===== src/rtl/mcs_pkg.sv =====
package mcs_pkg;

  typedef enum logic [2:0] {
    MODE_LOAD   = 3'b000,
    MODE_INVERT = 3'b001,
    MODE_TO_LSB = 3'b010,
    MODE_TO_MSB = 3'b011,
    MODE_DOWN   = 3'b100,
    MODE_CLEAR  = 3'b101,
    MODE_UP     = 3'b110,
    MODE_HOLD   = 3'b111
  } mode_e;

  typedef struct packed {
    logic load;
    logic invert;
    logic to_lsb;
    logic to_msb;
    logic down;
    logic clear;
    logic up;
    logic hold;
  } mode_flags_t;

endpackage


===== src/rtl/mcs_mode_decode.sv =====
module mcs_mode_decode
  import mcs_pkg::*;
(
  input  logic [2:0]  sel,
  output mode_flags_t flags,
  output logic        is_shift,
  output logic        is_count
);

  mode_e mode;

  always_comb begin
    mode  = mode_e'(sel);
    flags = '0;
    case (mode)
      MODE_LOAD:   flags.load   = 1'b1;
      MODE_INVERT: flags.invert = 1'b1;
      MODE_TO_LSB: flags.to_lsb = 1'b1;
      MODE_TO_MSB: flags.to_msb = 1'b1;
      MODE_DOWN:   flags.down   = 1'b1;
      MODE_CLEAR:  flags.clear  = 1'b1;
      MODE_UP:     flags.up     = 1'b1;
      default:     flags.hold   = 1'b1;
    endcase
  end

  assign is_shift = flags.to_lsb | flags.to_msb;
  assign is_count = flags.up | flags.down;

endmodule


===== src/rtl/mcs_next_state.sv =====
module mcs_next_state
  import mcs_pkg::*;
#(
  parameter int WIDTH = 4
) (
  input  mode_flags_t      flags,
  input  logic             advance,
  input  logic [WIDTH-1:0] cur,
  input  logic [WIDTH-1:0] preset,
  input  logic             ser_lo,
  input  logic             ser_hi,
  output logic [WIDTH-1:0] nxt
);

  localparam logic [WIDTH-1:0] ONE = {{(WIDTH-1){1'b0}}, 1'b1};

  function automatic logic [WIDTH-1:0] step_up(input logic [WIDTH-1:0] v);
    return v + ONE;
  endfunction

  function automatic logic [WIDTH-1:0] step_down(input logic [WIDTH-1:0] v);
    return v - ONE;
  endfunction

  function automatic logic [WIDTH-1:0] push_low(input logic [WIDTH-1:0] v,
                                                input logic b);
    return {v[WIDTH-2:0], b};
  endfunction

  function automatic logic [WIDTH-1:0] push_high(input logic [WIDTH-1:0] v,
                                                 input logic b);
    return {b, v[WIDTH-1:1]};
  endfunction

  always_comb begin
    nxt = cur;
    if (flags.load)                 nxt = preset;
    else if (flags.invert)          nxt = ~cur;
    else if (flags.to_lsb)          nxt = push_high(cur, ser_hi);
    else if (flags.to_msb)          nxt = push_low(cur, ser_lo);
    else if (flags.clear)           nxt = '0;
    else if (flags.up && advance)   nxt = step_up(cur);
    else if (flags.down && advance) nxt = step_down(cur);
    else if (flags.hold)            nxt = cur;
  end

endmodule


===== src/rtl/mcs_term_count.sv =====
module mcs_term_count #(
  parameter int WIDTH = 4
) (
  input  logic             is_load,
  input  logic             is_shift,
  input  logic             is_up,
  input  logic             is_down,
  input  logic             trickle_n,
  input  logic [WIDTH-1:0] cur,
  output logic             tc
);

  function automatic logic at_top(input logic [WIDTH-1:0] v);
    return &v;
  endfunction

  function automatic logic at_bottom(input logic [WIDTH-1:0] v);
    return ~|v;
  endfunction

  logic hit_up;
  logic hit_down;

  assign hit_up   = is_up   & ~trickle_n & at_top(cur);
  assign hit_down = is_down & ~trickle_n & at_bottom(cur);

  always_comb begin
    if (is_load)       tc = 1'b0;
    else if (is_shift) tc = cur[WIDTH-1];
    else               tc = ~(hit_up | hit_down);
  end

endmodule


===== src/rtl/mode_counter_shifter.sv =====
module mode_counter_shifter
  import mcs_pkg::*;
#(
  parameter int WIDTH = 4
) (
  input  logic             clk,
  input  logic             mreset,
  input  logic [2:0]       sel,
  input  logic             cnt_en_n,
  input  logic             ser_lo_cet_n,
  input  logic             ser_hi,
  input  logic [WIDTH-1:0] preset,
  output logic [WIDTH-1:0] q,
  output logic [WIDTH-1:0] q_n,
  output logic             tc
);

  mode_flags_t      flags;
  logic             is_shift;
  logic             is_count;
  logic             count_advance;
  logic [WIDTH-1:0] q_next;

  assign count_advance = ~cnt_en_n & ~ser_lo_cet_n;

  mcs_mode_decode u_decode (
    .sel      (sel),
    .flags    (flags),
    .is_shift (is_shift),
    .is_count (is_count)
  );

  mcs_next_state #(.WIDTH(WIDTH)) u_next (
    .flags   (flags),
    .advance (count_advance & is_count),
    .cur     (q),
    .preset  (preset),
    .ser_lo  (ser_lo_cet_n),
    .ser_hi  (ser_hi),
    .nxt     (q_next)
  );

  mcs_term_count #(.WIDTH(WIDTH)) u_tc (
    .is_load   (flags.load),
    .is_shift  (is_shift),
    .is_up     (flags.up),
    .is_down   (flags.down),
    .trickle_n (ser_lo_cet_n),
    .cur       (q),
    .tc        (tc)
  );

  always_ff @(posedge clk or posedge mreset) begin
    if (mreset) q <= '0;
    else        q <= q_next;
  end

  for (genvar b = 0; b < WIDTH; b++) begin : g_inv
    assign q_n[b] = ~q[b];
  end

endmodule


===== config.mk =====
export PLATFORM = sky130hd
export DESIGN_NAME = mode_counter_shifter
export DESIGN_NICKNAME = d
export VERILOG_FILES = /design/src/rtl/mcs_pkg.sv /design/src/rtl/mcs_mode_decode.sv /design/src/rtl/mcs_next_state.sv /design/src/rtl/mcs_term_count.sv /design/src/rtl/mode_counter_shifter.sv
export SDC_FILE = /design/constraint.sdc
export NUM_CORES = 1
export LEC_CHECK = 0
export ABC_AREA = 1
export BUFFER_PORTS_ARGS = -buffer_cell sky130_fd_sc_hd__buf_4
export CORE_AREA = 2 2 39 41
export CTS_CLUSTER_SIZE = 8
export DETAILED_ROUTE_END_ITERATION = 10
export DIE_AREA = 0 0 41 43
export MAX_ROUTING_LAYER = met4
export PLACE_DENSITY_LB_ADDON = 0.3
export SYNTH_ARGS = -nofsm -noshare
export SYNTH_HDL_FRONTEND = slang
export SYNTH_SLANG_ARGS = --single-unit

===== constraint.sdc =====
create_clock -name clk -period 4.6 [get_ports clk]
set_input_delay 0.23 -clock clk [delete_from_list [all_inputs] [get_ports clk]]
set_output_delay 0.23 -clock clk [all_outputs]
set_load 0.05 [all_outputs]

# ---- After elaboration in Yosys (flattened, before gate mapping)
# Index checks and enable logic that the tools add are counted.
dict set report classes {
  addsub 2
  eq_ne 6
  mux 16
  bitwise_logic 17
  reduce_logical 7
}
# cell n
set ops {}
lappend ops {{$mux W4} 7}
lappend ops {{$eq A3 B3 Y1 const B} 3}
lappend ops {{$mux W1} 9}
lappend ops {{$not A1 Y1} 7}
lappend ops {{$reduce_bool A7 Y1} 1}
lappend ops {{$and A1 B1 Y1} 6}
lappend ops {{$eq A3 B2 Y1 const B} 2}
lappend ops {{$add A4 B1 Y4 const B} 1}
lappend ops {{$not A4 Y4} 1}
lappend ops {{$reduce_and A4 Y1} 1}
lappend ops {{$reduce_or A4 Y1} 1}
lappend ops {{$sub A4 B1 Y4 const B} 1}
lappend ops {{$eq A3 B1 Y1 const B} 1}
lappend ops {{$logic_not A3 Y1} 1}
lappend ops {{$or A1 B1 Y1} 3}
lappend ops {{$logic_and A1 B1 Y1} 2}
lappend ops {{$logic_not A1 Y1} 1}
dict set report totals {
  register_bits 4
  input_bits 12
  output_inout_bits 9
  word_cells 49
}

# ---- Depth between registers and ports, before layout
# Gate-level depths: netlist (run 1).
dict set report depth {
  word_depth 12
  ltp_mapped 14
  ltp_nobuf 14
}

# ---- Modules after synthesis
# Synthesis (run 1) repeated with hierarchy kept, for this count alone.
dict set report hier_totals {
  cells_unflattened 117
  area_unflattened_um2 634.4
}
# module instances cells_each area_per_inst_um2 seq_area_each_um2
set modules_own_cells {}
lappend modules_own_cells {mcs_next_state 1 72 357.8 0.0}
lappend modules_own_cells {mode_counter_shifter 1 12 132.6 100.1}
lappend modules_own_cells {mcs_term_count 1 15 73.8 0.0}
lappend modules_own_cells {mcs_mode_decode 1 18 70.1 0.0}

# ---- Worst setup path after synthesis (run 1)
# No wires, ideal clock.
dict set report synth_path {
  path_type {register to output}
  from {register q[1]}
  to {output port tc}
  arrival_ns 2.179
  required_ns 4.370
  setup_slack_ns 2.191
  path_stages_with_launch 5
  path_buffers 0
  cell_sequence {dfrtp_1 inv_1 nand4_1 o31ai_1 a31oi_1}
}
dict set report synth_between {
  elab_chain_len 7
  word_cells_on_any_way 9
  cone_classes {mux: 2; bitwise: 4; reduce/logical: 3}
}
# element line
set synth_lines {}
lappend synth_lines {{start: declaration} mode_counter_shifter.sv:13} ;# output logic [WIDTH-1:0] q,
lappend synth_lines {{start signal: assignment} mode_counter_shifter.sv:55} ;# else q <= q_next;
lappend synth_lines {{$reduce_or A4 Y1} mcs_term_count.sv:18} ;# return ~|v;
lappend synth_lines {{$logic_not A1 Y1} mcs_term_count.sv:18}
lappend synth_lines {{$and A1 B1 Y1} mcs_term_count.sv:25} ;# assign hit_down = is_down & ~trickle_n & at_bottom(cur);
lappend synth_lines {{$or A1 B1 Y1 *} mcs_term_count.sv:30} ;# else tc = ~(hit_up | hit_down);
lappend synth_lines {{$not A1 Y1 *} mcs_term_count.sv:30}
lappend synth_lines {{$mux W1 *} mcs_term_count.sv:29} ;# else if (is_shift) tc = cur[WIDTH-1];
lappend synth_lines {{$mux W1 *} mcs_term_count.sv:28} ;# if (is_load) tc = 1'b0;
lappend synth_lines {{end: declaration} mode_counter_shifter.sv:15} ;# output logic tc
# Every way passes the cells marked *; elsewhere a longest branch is shown, timed or not.

# ---- Final worst setup path (run 1)
# Ends and elaborated chain as after synthesis.

==> flow_results.xml, run 1 <==
<?xml version="1.0" encoding="UTF-8"?>
<metrics>
  <group name="yosys">
    <metric name="postSynthCellCount" unit="">95</metric>
    <metric name="syn_area_per_cell" unit="um2">5.76</metric>
    <metric name="leading_cell_type_by_number_of_instances_after_synthesis" unit="">nand2_1</metric>
    <metric name="postSynth.asyncResetShare" unit="%">100</metric>
    <metric name="synth_fp_nets" unit="">110</metric>
    <metric name="syn-cell-area" unit="um2">547</metric>
    <metric name="synth_top_cell_by_area" unit="">nand2_1</metric>
    <metric name="seq_area_frac_synth" unit="%">18.3</metric>
    <metric name="synth_flop_cell" unit="">dfrtp_1</metric>
    <metric name="cell_types_occupying_the_most_area_after_synthesis" unit="">nand2_1, dfrtp_1, inv_1</metric>
    <metric name="synth-warning-count" unit="">0</metric>
    <metric name="synthDominantCellAreaShare" unit="%">19.2</metric>
    <metric name="ys_seq_elements" unit="">4</metric>
    <metric name="yosys-top-cells-count" unit="">nand2_1, inv_1, nor2_1</metric>
    <metric name="synth_enable_flop_cells" unit="">0</metric>
    <metric name="synthDistinctLibCells" unit="">19</metric>
  </group>
  <group name="clocking">
    <metric name="cts_resized" unit="">0</metric>
    <metric name="post-cts-setup-buffers" unit="">0</metric>
    <metric name="cts_buffer_depth" unit="">2</metric>
    <metric name="cts_tree" unit="">done</metric>
    <metric name="clock_pin_transition_on_the_worst_setup_and_hold_timing_paths" unit="ps">40</metric>
    <metric name="worstSkewPairLatency" unit="ps">230</metric>
    <metric name="clock_tree.htree_level_count" unit="">1</metric>
    <metric name="postCtsHoldBufs" unit="">1</metric>
    <metric name="cts.sink_count" unit="">4</metric>
    <metric name="tritoncts.num_buffers" unit="">3</metric>
    <metric name="clock-root-buffer" unit="">clkbuf_4</metric>
  </group>
  <group name="timing">
    <metric name="worstMarginPinSlew" unit="ps">522</metric>
    <metric name="clock.fmax" unit="GHz">0.571</metric>
    <metric name="timing.max_slew.rel_slack" unit="%">65.2</metric>
    <metric name="final.hold.worst_slack" unit="ps">332</metric>
    <metric name="fin_tns_setup" unit="ps">0</metric>
    <metric name="timing.final.crit_share" unit="%">38.1</metric>
    <metric name="finalWorstSetupSlack" unit="ps">2850</metric>
    <metric name="timing.clock.skew" unit="ps">0.499</metric>
    <metric name="maxSlewViolCount" unit="">0</metric>
    <metric name="fin_crit" unit="ps">1750</metric>
    <metric name="setup-violations-final" unit="">0</metric>
    <metric name="rsz0062_at_grt" unit="">false</metric>
    <metric name="hold_viol_final" unit="">0</metric>
  </group>
  <group name="route">
    <metric name="total_number_of_vias" unit="">708</metric>
    <metric name="drcViolationCount" unit="">0</metric>
    <metric name="drt_first_pass_iters" unit="">4</metric>
    <metric name="route.final.wire_length" unit="um">1500</metric>
    <metric name="drt_iter0_markers" unit="">21</metric>
    <metric name="routedWlPerCell" unit="um">11.1</metric>
    <metric name="viasPerCell" unit="">5.24</metric>
    <metric name="drt.antenna.violating_nets" unit="">0</metric>
  </group>
  <group name="floorplanning">
    <metric name="die-height" unit="um">43</metric>
    <metric name="floorplan.core_area" unit="um2">1380</metric>
    <metric name="rows" unit="">14</metric>
    <metric name="die_area" unit="um2">1760</metric>
    <metric name="initial_core_util" unit="%">39.5</metric>
    <metric name="io_pins" unit="">21</metric>
    <metric name="die_x" unit="um">41</metric>
  </group>
  <group name="worst_setup_path">
    <metric name="end_kind" unit="">output port</metric>
    <metric name="setup_cp_type" unit="">reg -&gt; out</metric>
    <metric name="required_time_worst_endpoint" unit="ps">4370</metric>
    <metric name="maximum_fanout_count_along_the_critical_path" unit="">6</metric>
    <metric name="reg2reg_from" unit="">q[1]$_DFFE_PP0P_</metric>
    <metric name="setup.worst_path.start_class" unit="">flip-flop</metric>
    <metric name="regToRegSetupSlack" unit="ps">2870</metric>
    <metric name="timing.critical_path.arrival" unit="ps">1520</metric>
    <metric name="r2r.worst_path.cells" unit="">7</metric>
    <metric name="reg_to_reg_critical_path_endpoint" unit="">q[1]$_DFFE_PP0P_</metric>
  </group>
  <group name="layout">
    <metric name="finalNetCount" unit="">136</metric>
    <metric name="final_util" unit="%">54.2</metric>
    <metric name="fin_cells" unit="">135</metric>
    <metric name="biggestRegsByFlops" unit="">q (4)</metric>
    <metric name="stdcell_area" unit="um2">749</metric>
    <metric name="flow.area_growth_from_synthesis" unit="%">37.1</metric>
    <metric name="post_route_cells_drive_above_1_share" unit="%">24.4</metric>
    <metric name="largest_reg_flops" unit="">4</metric>
    <metric name="largest-register" unit="">q</metric>
    <metric name="antennaDiodeCount" unit="">0</metric>
  </group>
  <group name="hold_path">
    <metric name="holdCritStartpoint" unit="">preset[0]</metric>
    <metric name="timing.hold.worst.class" unit="">in -&gt; reg</metric>
    <metric name="min_to" unit="">q[0]$_DFFE_PP0P_</metric>
    <metric name="timing.hold.worst_path_depth" unit="">5</metric>
  </group>
  <group name="global_route">
    <metric name="number_of_antenna_violations_at_the_first_check_in_global_routing" unit="">0</metric>
    <metric name="grt_max_degree" unit="">9</metric>
    <metric name="first_pass_grt_wire_length" unit="um">2390</metric>
    <metric name="grt.total_usage" unit="%">20.7</metric>
    <metric name="grt_pass1_vias" unit="">618</metric>
    <metric name="grt_remaining_overflow" unit="">0</metric>
  </group>
  <group name="power_and_ir_drop">
    <metric name="max-vdd-ir-drop" unit="mV">0.270</metric>
    <metric name="static-leakage-power" unit="nW">0.407</metric>
    <metric name="p_per_area" unit="nW/um2">472</metric>
    <metric name="post-layout-total-power" unit="mW">0.354</metric>
  </group>
  <group name="placement">
    <metric name="dpl.cell_count" unit="">131</metric>
    <metric name="number_of_input_and_output_port_buffers_inserted" unit="">20</metric>
    <metric name="dpl_cell_area" unit="um2">717</metric>
    <metric name="place_worst_setup_slack" unit="ps">2740</metric>
    <metric name="gp_congestion" unit="">0.851</metric>
    <metric name="dp.final_hpwl" unit="um">1190</metric>
  </group>
  <group name="run">
    <metric name="cap_violations" unit="">0</metric>
  </group>
  <group name="outcome">
    <metric name="run_status" unit="">completed</metric>
  </group>
</metrics>
-- worst max-delay path by stage --
| stage | startpoint | to | slack, ps | cells past startpoint |
|---|---|---|---|---|
| 2_1_floorplan | q[1]$_DFFE_PP0P_ | tc | 2190 | 4 |
| 3_3_place_gp | ser_lo_cet_n | q[3]$_DFFE_PP0P_ | 2770 | 14 |
| 3_5_place_dp | ser_lo_cet_n | q[3]$_DFFE_PP0P_ | 2740 | 14 |
| 4_1_cts | q[1]$_DFFE_PP0P_ | tc | 2810 | 5 |
| 5_1_grt | q[0]$_DFFE_PP0P_ | q[1]$_DFFE_PP0P_ | 2750 | 7 |
| 6_report | q[1]$_DFFE_PP0P_ | tc | 2850 | 5 |
-- power breakdown --
part           switching [mW]  internal (mW)  leakage [nW]  total (mW)
clock                  0.0134         0.0291        0.0138      0.0426
combinational           0.166         0.0787         0.345       0.244
sequential             0.0206         0.0460        0.0482      0.0665
-- kinds of logic (layout without fill, tap and decap cells) --
| family | after synthesis | in the layout | share of synthesized area [%] |
|---|---|---|---|
| adder cells (fa/ha/maj) | 3 | 3 | 8.24 |
| XOR/XNOR | 1 | 1 | 1.60 |
| flip-flops | 4 | 4 | 18.3 |
| AND/OR/NAND/NOR | 55 | 55 | 43.5 |
| buffers and inverters | 14 | 38 | 9.61 |
| AO/OA/AOI/OAI | 18 | 18 | 18.8 |
-- critical path: stages (launching register included) --
cell	delay [ps]
dfrtp_1	440
inv_1	190
nand4_1	110
o31ai_1	220
a31oi_1	110
buf_4	200
-- layout make-up --
class                      instances  area (um2)
clock buffer                       3        22.5
multi-input combinational         77         394
inverter                          14        52.6
sequential                         4         100
tap                               16        20.0
fill                             151         634
timing repair buffer              21         160
-- per-layer routing --
metal	wire (um)	track usage [%]	up-vias	part of all wire, %
met5	0	-	-	0
met4	0	10.0	0	0
met3	65	3.14	0	4.3
met2	747	30.9	19	50
met1	690	26.3	323	46
li1	-	-	366	-
-- layout by cell type (no fill, tap or decap) --
master         instances
inv_2                  1
o211ai_1               3
o21ai_1                2
ha_1                   2
nor2_1                13
clkbuf_4               3
nor2_2                 2
a31oi_1                2
o21ai_0                5
dlygate4sd3_1          1
nor2_4                 1
o31ai_1                1
dfrtp_1                4
a21oi_1                5
fa_1                   1
xnor2_1                1
nand3_1                7
buf_4                 20
nand2_2                2
nand2_1               28
inv_1                 13
nand4_1                2
Power figures use the tool's default switching activity.
==> run 2, diff against run 1 <==
ABC_AREA = 0   (was 1)
clock period = 1.5 ns   (was 4.6 ns; I/O delays follow)
==> run 2 against run 1 <==
  * The run now ends with setup timing left
  * Die area unchanged
  * Synthesized cell count down 26%
  * Global-route usage up 5.0 points
  * Clock skew about the same
  * Total power rose to 3.9 times the previous value
  * Critical endpoint unchanged
  * Largest power group unchanged
  * Highest routed layer is now met4
==> flow_results.xml, run 2 <==
<?xml version="1.0" encoding="UTF-8"?>
<metrics>
  <group name="layout">
    <metric name="post_route_cells_drive_above_1_share" unit="%">56.1</metric>
    <metric name="finalNetCount" unit="">123</metric>
    <metric name="antennaDiodeCount" unit="">0</metric>
    <metric name="largest-register" unit="">q</metric>
    <metric name="fillerInstances" unit="">109</metric>
    <metric name="biggestRegsByFlops" unit="">q (4)</metric>
    <metric name="layout.cells.most_common_list" unit="">buf_4, inv_1, buf_6</metric>
    <metric name="multiInputGateArea" unit="um2">460</metric>
    <metric name="flow.area_growth_from_synthesis" unit="%">83.4</metric>
    <metric name="final_util" unit="%">69.8</metric>
    <metric name="final_common_cell" unit="">buf_4</metric>
    <metric name="stdcell_area" unit="um2">966</metric>
    <metric name="largest_reg_flops" unit="">4</metric>
    <metric name="reg_area" unit="um2">104</metric>
  </group>
  <group name="worst_setup_path">
    <metric name="setup.worst_path.start_class" unit="">flip-flop</metric>
    <metric name="required_time_worst_endpoint" unit="ps">1420</metric>
    <metric name="r2r.worst_path.cells" unit="">7</metric>
    <metric name="timing.critical_path.arrival" unit="ps">1600</metric>
    <metric name="end_kind" unit="">output port</metric>
    <metric name="worst_path_largest_cell_delay" unit="ps">420</metric>
    <metric name="maximum_fanout_count_along_the_critical_path" unit="">5</metric>
    <metric name="worst_path_most_repeated_cell" unit="">buf_6</metric>
    <metric name="critPathSlowestCell" unit="">dfrtp_2</metric>
    <metric name="setup_cp_type" unit="">reg -&gt; out</metric>
    <metric name="critical_path.cell_chain" unit="">buf_6, nor4_4, nand2_1, o31ai_2, a31oi_2, buf_6</metric>
  </group>
  <group name="route">
    <metric name="route.final.wire_length" unit="um">1940</metric>
    <metric name="drt_iter0_markers" unit="">13</metric>
    <metric name="drt_first_pass_iters" unit="">4</metric>
    <metric name="viasPerCell" unit="">5.48</metric>
    <metric name="routedWlPerCell" unit="um">15.7</metric>
    <metric name="total_number_of_vias" unit="">674</metric>
    <metric name="drcViolationCount" unit="">0</metric>
    <metric name="drt.antenna.violating_nets" unit="">0</metric>
  </group>
  <group name="clocking">
    <metric name="cts.sink_count" unit="">4</metric>
    <metric name="cts_buffer_depth" unit="">2</metric>
    <metric name="clock_pin_transition_on_the_worst_setup_and_hold_timing_paths" unit="ps">40</metric>
    <metric name="tritoncts.num_buffers" unit="">3</metric>
    <metric name="cts_tree" unit="">done</metric>
    <metric name="clock-root-buffer" unit="">clkbuf_4</metric>
    <metric name="worstSkewPairLatency" unit="ps">240</metric>
    <metric name="clock_tree.htree_level_count" unit="">1</metric>
  </group>
  <group name="global_route">
    <metric name="number_of_antenna_violations_at_the_first_check_in_global_routing" unit="">0</metric>
    <metric name="grt_max_degree" unit="">17</metric>
    <metric name="grt_pass1_vias" unit="">675</metric>
    <metric name="first_pass_grt_wire_length" unit="um">2970</metric>
    <metric name="grt_remaining_overflow" unit="">0</metric>
    <metric name="grt.total_usage" unit="%">25.7</metric>
  </group>
  <group name="timing">
    <metric name="fin_tns_setup" unit="ps">-643</metric>
    <metric name="clock.fmax" unit="GHz">0.597</metric>
    <metric name="worstMarginPinSlew" unit="ps">429</metric>
    <metric name="timing.max_slew.rel_slack" unit="%">71.1</metric>
    <metric name="hold_viol_final" unit="">0</metric>
    <metric name="setup-violations-final" unit="">5</metric>
    <metric name="fin_crit" unit="ps">1680</metric>
    <metric name="finalWorstSetupSlack" unit="ps">-176</metric>
    <metric name="maxSlewViolCount" unit="">0</metric>
    <metric name="timing.clock.skew" unit="ps">0.792</metric>
    <metric name="rsz0062_at_grt" unit="">true</metric>
    <metric name="timing.final.crit_share" unit="%">112</metric>
  </group>
  <group name="power_and_ir_drop">
    <metric name="static-leakage-power" unit="nW">0.425</metric>
    <metric name="post-layout-total-power" unit="mW">1.38</metric>
    <metric name="max-vdd-ir-drop" unit="mV">1.04</metric>
    <metric name="p_per_area" unit="nW/um2">1430</metric>
  </group>
  <group name="floorplanning">
    <metric name="rows" unit="">14</metric>
    <metric name="initial_core_util" unit="%">38.1</metric>
    <metric name="die_area" unit="um2">1760</metric>
    <metric name="die_x" unit="um">41</metric>
    <metric name="die-height" unit="um">43</metric>
    <metric name="floorplan.core_area" unit="um2">1380</metric>
    <metric name="io_pins" unit="">21</metric>
  </group>
  <group name="yosys">
    <metric name="syn-cell-area" unit="um2">527</metric>
    <metric name="synth_enable_flop_cells" unit="">0</metric>
    <metric name="synth_xor_area_share" unit="%">3.33</metric>
    <metric name="leading_cell_type_by_number_of_instances_after_synthesis" unit="">inv_1</metric>
    <metric name="syn_area_per_cell" unit="um2">7.53</metric>
    <metric name="synth_flop_cell" unit="">dfrtp_1</metric>
    <metric name="cell_types_occupying_the_most_area_after_synthesis" unit="">dfrtp_1, a21oi_1, inv_1</metric>
    <metric name="seq_area_frac_synth" unit="%">19.0</metric>
    <metric name="synth-warning-count" unit="">0</metric>
    <metric name="postSynth.asyncResetShare" unit="%">100</metric>
    <metric name="ys_seq_elements" unit="">4</metric>
    <metric name="synth_simple_gate_area_share" unit="%">22.1</metric>
    <metric name="synthDominantCellAreaShare" unit="%">19.0</metric>
    <metric name="postSynthCellCount" unit="">70</metric>
    <metric name="synth_fp_nets" unit="">85</metric>
    <metric name="combinational_family_with_the_most_area_after_synthesis" unit="">compound AO/OA/AOI/OAI gates</metric>
    <metric name="synth_top_cell_by_area" unit="">dfrtp_1</metric>
    <metric name="synthDistinctLibCells" unit="">30</metric>
    <metric name="synth_adder_area_share" unit="%">8.55</metric>
    <metric name="synth_compound_area_share" unit="%">27.8</metric>
    <metric name="synthMuxAreaShare" unit="%">8.08</metric>
    <metric name="yosys-top-cells-count" unit="">inv_1, a21oi_1, nand2_1, o21ai_0</metric>
  </group>
  <group name="placement">
    <metric name="dpl_cell_area" unit="um2">806</metric>
    <metric name="gp_congestion" unit="">0.824</metric>
    <metric name="dp.final_hpwl" unit="um">1140</metric>
    <metric name="number_of_input_and_output_port_buffers_inserted" unit="">20</metric>
  </group>
  <group name="hold_path">
    <metric name="timing.hold.worst_path_depth" unit="">3</metric>
    <metric name="timing.hold.worst.class" unit="">in -&gt; reg</metric>
  </group>
  <group name="outcome">
    <metric name="run_status" unit="">finished, violations left</metric>
    <metric name="failed_checks" unit="">setup timing</metric>
  </group>
  <group name="run">
    <metric name="cap_violations" unit="">0</metric>
  </group>
</metrics>
run 2: per-stage QoR:
stage               std cells  hold WS (ps)  worst slack, ps
floorplan                  70          -159             -497
global placement          116         -31.7             -406
detailed placement        116         -23.2             -457
CTS                       122           228             -146
global route              123           231             -263
finish                    123           217             -176
run 2: worst paths after layout:
check / from / endpoint / slack [ps]
min: preset[1] / q[1]$_DFFE_PP0P_ / 220
min reg2reg: q[2]$_DFFE_PP0P_ / q[2]$_DFFE_PP0P_ / 710
max: q[2]$_DFFE_PP0P_ / tc / -180
min in group asynchronous: mreset / q[0]$_DFFE_PP0P_ / 270
max reg2reg: q[1]$_DFFE_PP0P_ / q[1]$_DFFE_PP0P_ / -180
max in group asynchronous: mreset / q[2]$_DFFE_PP0P_ / 1070
run 2: worst max-delay path: cells and delay by family, from the launching register on:
family	cells	cell delay [ps]
AOI/OAI and AO/OA	2	280
buffers and inverters	2	310
and+or+nand+nor	2	340
DFF	1	420
run 2: kinds of logic (layout without fill, tap and decap cells):
family / count (synthesis) / in the layout
multiplexers: 3 / 3
flip-flops: 4 / 4
AO/OA/AOI/OAI: 23 / 23
XOR/XNOR: 2 / 2
AND/OR/NAND/NOR: 21 / 21
buffers and inverters: 14 / 51
adder cells (fa/ha/maj): 3 / 3
run 2: area by class of cell:
cell class              instances  share of cell area (%)
well taps                      16                    2.07
inverters                       9                    4.27
repair buffers                 38                    32.5
clock buffers                   4                    2.72
flip-flops and latches          4                    10.8
multi-input cells              52                    47.7
run 2: routing by layer:
| layer | vias to the layer above | GRT usage [%] | part of all wire [%] |
|---|---|---|---|
| met5 | - | - | 0 |
| met4 | 0 | 14.7 | 4.2 |
| met3 | 8 | 3.66 | 7.2 |
| met2 | 37 | 40.0 | 49 |
| met1 | 302 | 30.1 | 39 |
| li1 | 327 | - | - |
run 2: report_power, final:
group,leakage (nW),internal (mW),switching (mW),total (mW)
Clock,0.0150,0.101,0.0556,0.156
Sequential,0.0446,0.148,0.0368,0.185
Combinational,0.366,0.418,0.621,1.04
run 2: what timing repair did:
item,4_1_cts,5_1_grt
buffers inserted,1,1
hold endpoints to repair,4,0
setup endpoints to repair,5,5
resized for setup,15,6
hold buffers,1,0
pin swaps,6,6
==> run 3, diff against run 2 <==
clock period = 1.86 ns   (was 1.5 ns; I/O delays follow)
==> run 3 against run 2 <==
  * The flow now finishes without violations
  * Flip-flop and latch count unchanged
  * Global-route usage is 5.1 points lower
  * Total power fell by 32%
  * Register-to-register slack improved by 330 ps
  * Count of clock-buffer cells in the layout unchanged
==> flow_results.xml, run 3 (synthesis results as in run 2) <==
<?xml version="1.0" encoding="UTF-8"?>
<metrics>
  <group name="timing">
    <metric name="timing.final.crit_share" unit="%">94.1</metric>
    <metric name="timing.clock.skew" unit="ps">0.767</metric>
    <metric name="final.hold.worst_slack" unit="ps">271</metric>
    <metric name="timing.max_slew.rel_slack" unit="%">78.1</metric>
    <metric name="hold_viol_final" unit="">0</metric>
    <metric name="clock.fmax" unit="GHz">0.571</metric>
    <metric name="setup-violations-final" unit="">0</metric>
    <metric name="fin_crit" unit="ps">1750</metric>
    <metric name="rsz0062_at_grt" unit="">false</metric>
    <metric name="fin_tns_setup" unit="ps">0</metric>
    <metric name="maxSlewViolCount" unit="">0</metric>
    <metric name="worstMarginPinSlew" unit="ps">326</metric>
  </group>
  <group name="clocking">
    <metric name="tritoncts.num_buffers" unit="">3</metric>
    <metric name="worstSkewPairLatency" unit="ps">240</metric>
    <metric name="cts_buffer_depth" unit="">2</metric>
    <metric name="clock-root-buffer" unit="">clkbuf_4</metric>
    <metric name="clock_tree.htree_level_count" unit="">1</metric>
    <metric name="cts_tree" unit="">done</metric>
    <metric name="cts.sink_count" unit="">4</metric>
    <metric name="clock_pin_transition_on_the_worst_setup_and_hold_timing_paths" unit="ps">40</metric>
  </group>
  <group name="layout">
    <metric name="final_util" unit="%">59.0</metric>
    <metric name="post_route_cells_drive_above_1_share" unit="%">44.6</metric>
    <metric name="largest-register" unit="">q</metric>
    <metric name="flow.area_growth_from_synthesis" unit="%">55.1</metric>
    <metric name="antennaDiodeCount" unit="">0</metric>
    <metric name="largest_reg_flops" unit="">4</metric>
    <metric name="fillerInstances" unit="">143</metric>
    <metric name="layout.cells.most_common_list" unit="">buf_4, a21oi_1, inv_1</metric>
    <metric name="finalNetCount" unit="">117</metric>
    <metric name="stdcell_area" unit="um2">817</metric>
    <metric name="final_common_cell" unit="">buf_4</metric>
    <metric name="multiInputGateArea" unit="um2">383</metric>
    <metric name="biggestRegsByFlops" unit="">q (4)</metric>
    <metric name="reg_area" unit="um2">104</metric>
  </group>
  <group name="route">
    <metric name="routedWlPerCell" unit="um">12.8</metric>
    <metric name="drcViolationCount" unit="">0</metric>
    <metric name="drt_first_pass_iters" unit="">4</metric>
    <metric name="viasPerCell" unit="">5.42</metric>
    <metric name="drt.antenna.violating_nets" unit="">0</metric>
    <metric name="route.final.wire_length" unit="um">1500</metric>
    <metric name="total_number_of_vias" unit="">634</metric>
    <metric name="drt_iter0_markers" unit="">17</metric>
  </group>
  <group name="worst_setup_path">
    <metric name="critical_path.cell_chain" unit="">buf_4, nand3b_1, or3_4, ha_1, a21o_1, a21oi_1, xor2_1, nor4_2, a211o_1</metric>
    <metric name="worst_setup_path_startpoint" unit="">sel[0]</metric>
    <metric name="reg2reg_from" unit="">q[1]$_DFFE_PP0P_</metric>
    <metric name="timing.critical_path.arrival" unit="ps">1870</metric>
    <metric name="regToRegSetupSlack" unit="ps">150</metric>
    <metric name="critical_path_destination" unit="">q[3]$_DFFE_PP0P_</metric>
    <metric name="worst_path_largest_cell_delay" unit="ps">350</metric>
    <metric name="r2r.worst_path.cells" unit="">6</metric>
    <metric name="required_time_worst_endpoint" unit="ps">1980</metric>
    <metric name="reg_to_reg_critical_path_endpoint" unit="">q[3]$_DFFE_PP0P_</metric>
    <metric name="maximum_fanout_count_along_the_critical_path" unit="">3</metric>
    <metric name="setup_cp_type" unit="">in -&gt; reg</metric>
    <metric name="setup.worst_path.start_class" unit="">primary input</metric>
    <metric name="end_kind" unit="">flip-flop</metric>
    <metric name="critPathSlowestCell" unit="">or3_4</metric>
  </group>
  <group name="global_route">
    <metric name="grt_max_degree" unit="">17</metric>
    <metric name="first_pass_grt_wire_length" unit="um">2400</metric>
    <metric name="grt.total_usage" unit="%">20.7</metric>
    <metric name="grt_pass1_vias" unit="">553</metric>
    <metric name="grt_remaining_overflow" unit="">0</metric>
    <metric name="number_of_antenna_violations_at_the_first_check_in_global_routing" unit="">0</metric>
  </group>
  <group name="outcome">
    <metric name="run_status" unit="">completed</metric>
  </group>
  <group name="placement">
    <metric name="dpl_cell_area" unit="um2">767</metric>
    <metric name="gp_congestion" unit="">0.815</metric>
    <metric name="dp.final_hpwl" unit="um">1110</metric>
    <metric name="number_of_input_and_output_port_buffers_inserted" unit="">20</metric>
  </group>
  <group name="power_and_ir_drop">
    <metric name="post-layout-total-power" unit="mW">0.940</metric>
    <metric name="p_per_area" unit="nW/um2">1150</metric>
    <metric name="max-vdd-ir-drop" unit="mV">0.663</metric>
    <metric name="static-leakage-power" unit="nW">0.377</metric>
  </group>
  <group name="floorplanning">
    <metric name="die-height" unit="um">43</metric>
    <metric name="floorplan.core_area" unit="um2">1380</metric>
    <metric name="die_x" unit="um">41</metric>
    <metric name="die_area" unit="um2">1760</metric>
    <metric name="initial_core_util" unit="%">38.1</metric>
    <metric name="rows" unit="">14</metric>
    <metric name="io_pins" unit="">21</metric>
  </group>
  <group name="run">
    <metric name="cap_violations" unit="">0</metric>
  </group>
  <group name="hold_path">
    <metric name="timing.hold.worst.class" unit="">in -&gt; reg</metric>
  </group>
</metrics>
## run 3: cell count changes in the layout (fill, tap and decap cells not counted), sizes merged
cell	previous run	this run
buf	37	31
## run 3: how the worst min path moves through the flow
stage	from	end	slack, ps	cells past startpoint
finish	preset[1]	q[1]$_DFFE_PP0P_	270	3
global route	preset[1]	q[1]$_DFFE_PP0P_	270	3
CTS	preset[1]	q[1]$_DFFE_PP0P_	250	3
detailed placement	mreset	q[3]$_DFFE_PP0P_	-10	2
global placement	mreset	q[3]$_DFFE_PP0P_	-10	2
floorplan	mreset	q[3]$_DFFE_PP0P_	-140	1
## run 3: layout make-up
type	count	area share [%]
Timing Repair Buffer	32	29.7
Multi-Input combinational cell	52	46.9
Clock buffer	4	3.22
Inverter	9	5.05
Tap cell	16	2.45
Sequential cell	4	12.7
## run 3: per-stage QoR
stage / cells / worst slack, ps
floorplan: 70 / -150
global placement: 111 / -96.9
detailed placement: 111 / -123
CTS: 116 / 97.1
global route: 117 / 4.11
finish: 117 / 109
## run 3: per-layer routing
metal / GRT usage (%) / wire [um] / up-vias
met2: 29.1 / 715 / 20
met3: 6.28 / 102 / 0
met4: 4.00 / 0 / 0
li1: - / - / 315
met1: 29.0 / 678 / 299
met5: - / 0 / -
## run 3: where the power goes
| part | switching (mW) | total, mW | internal [mW] |
|---|---|---|---|
| Clock | 0.0383 | 0.119 | 0.0807 |
| Combinational | 0.397 | 0.643 | 0.246 |
| Sequential | 0.0590 | 0.178 | 0.119 |
| Total | 0.494 | 0.940 | 0.446 |
## run 3: timing repair
action,CTS,global route
endpoints found under the hold margin,4,0
endpoints found under the setup margin,0,2
hold buffers,1,0
gates resized for setup,0,1
buffers inserted,0,1
## run 3: critical path: cells and delay by family
family,cells,cell delay (ps)
and+or+nand+nor,3,590
AOI/OAI and AO/OA,3,580
adders and majority gates,1,270
xor gates and xnor gates,1,230
buffers and inverters,1,110
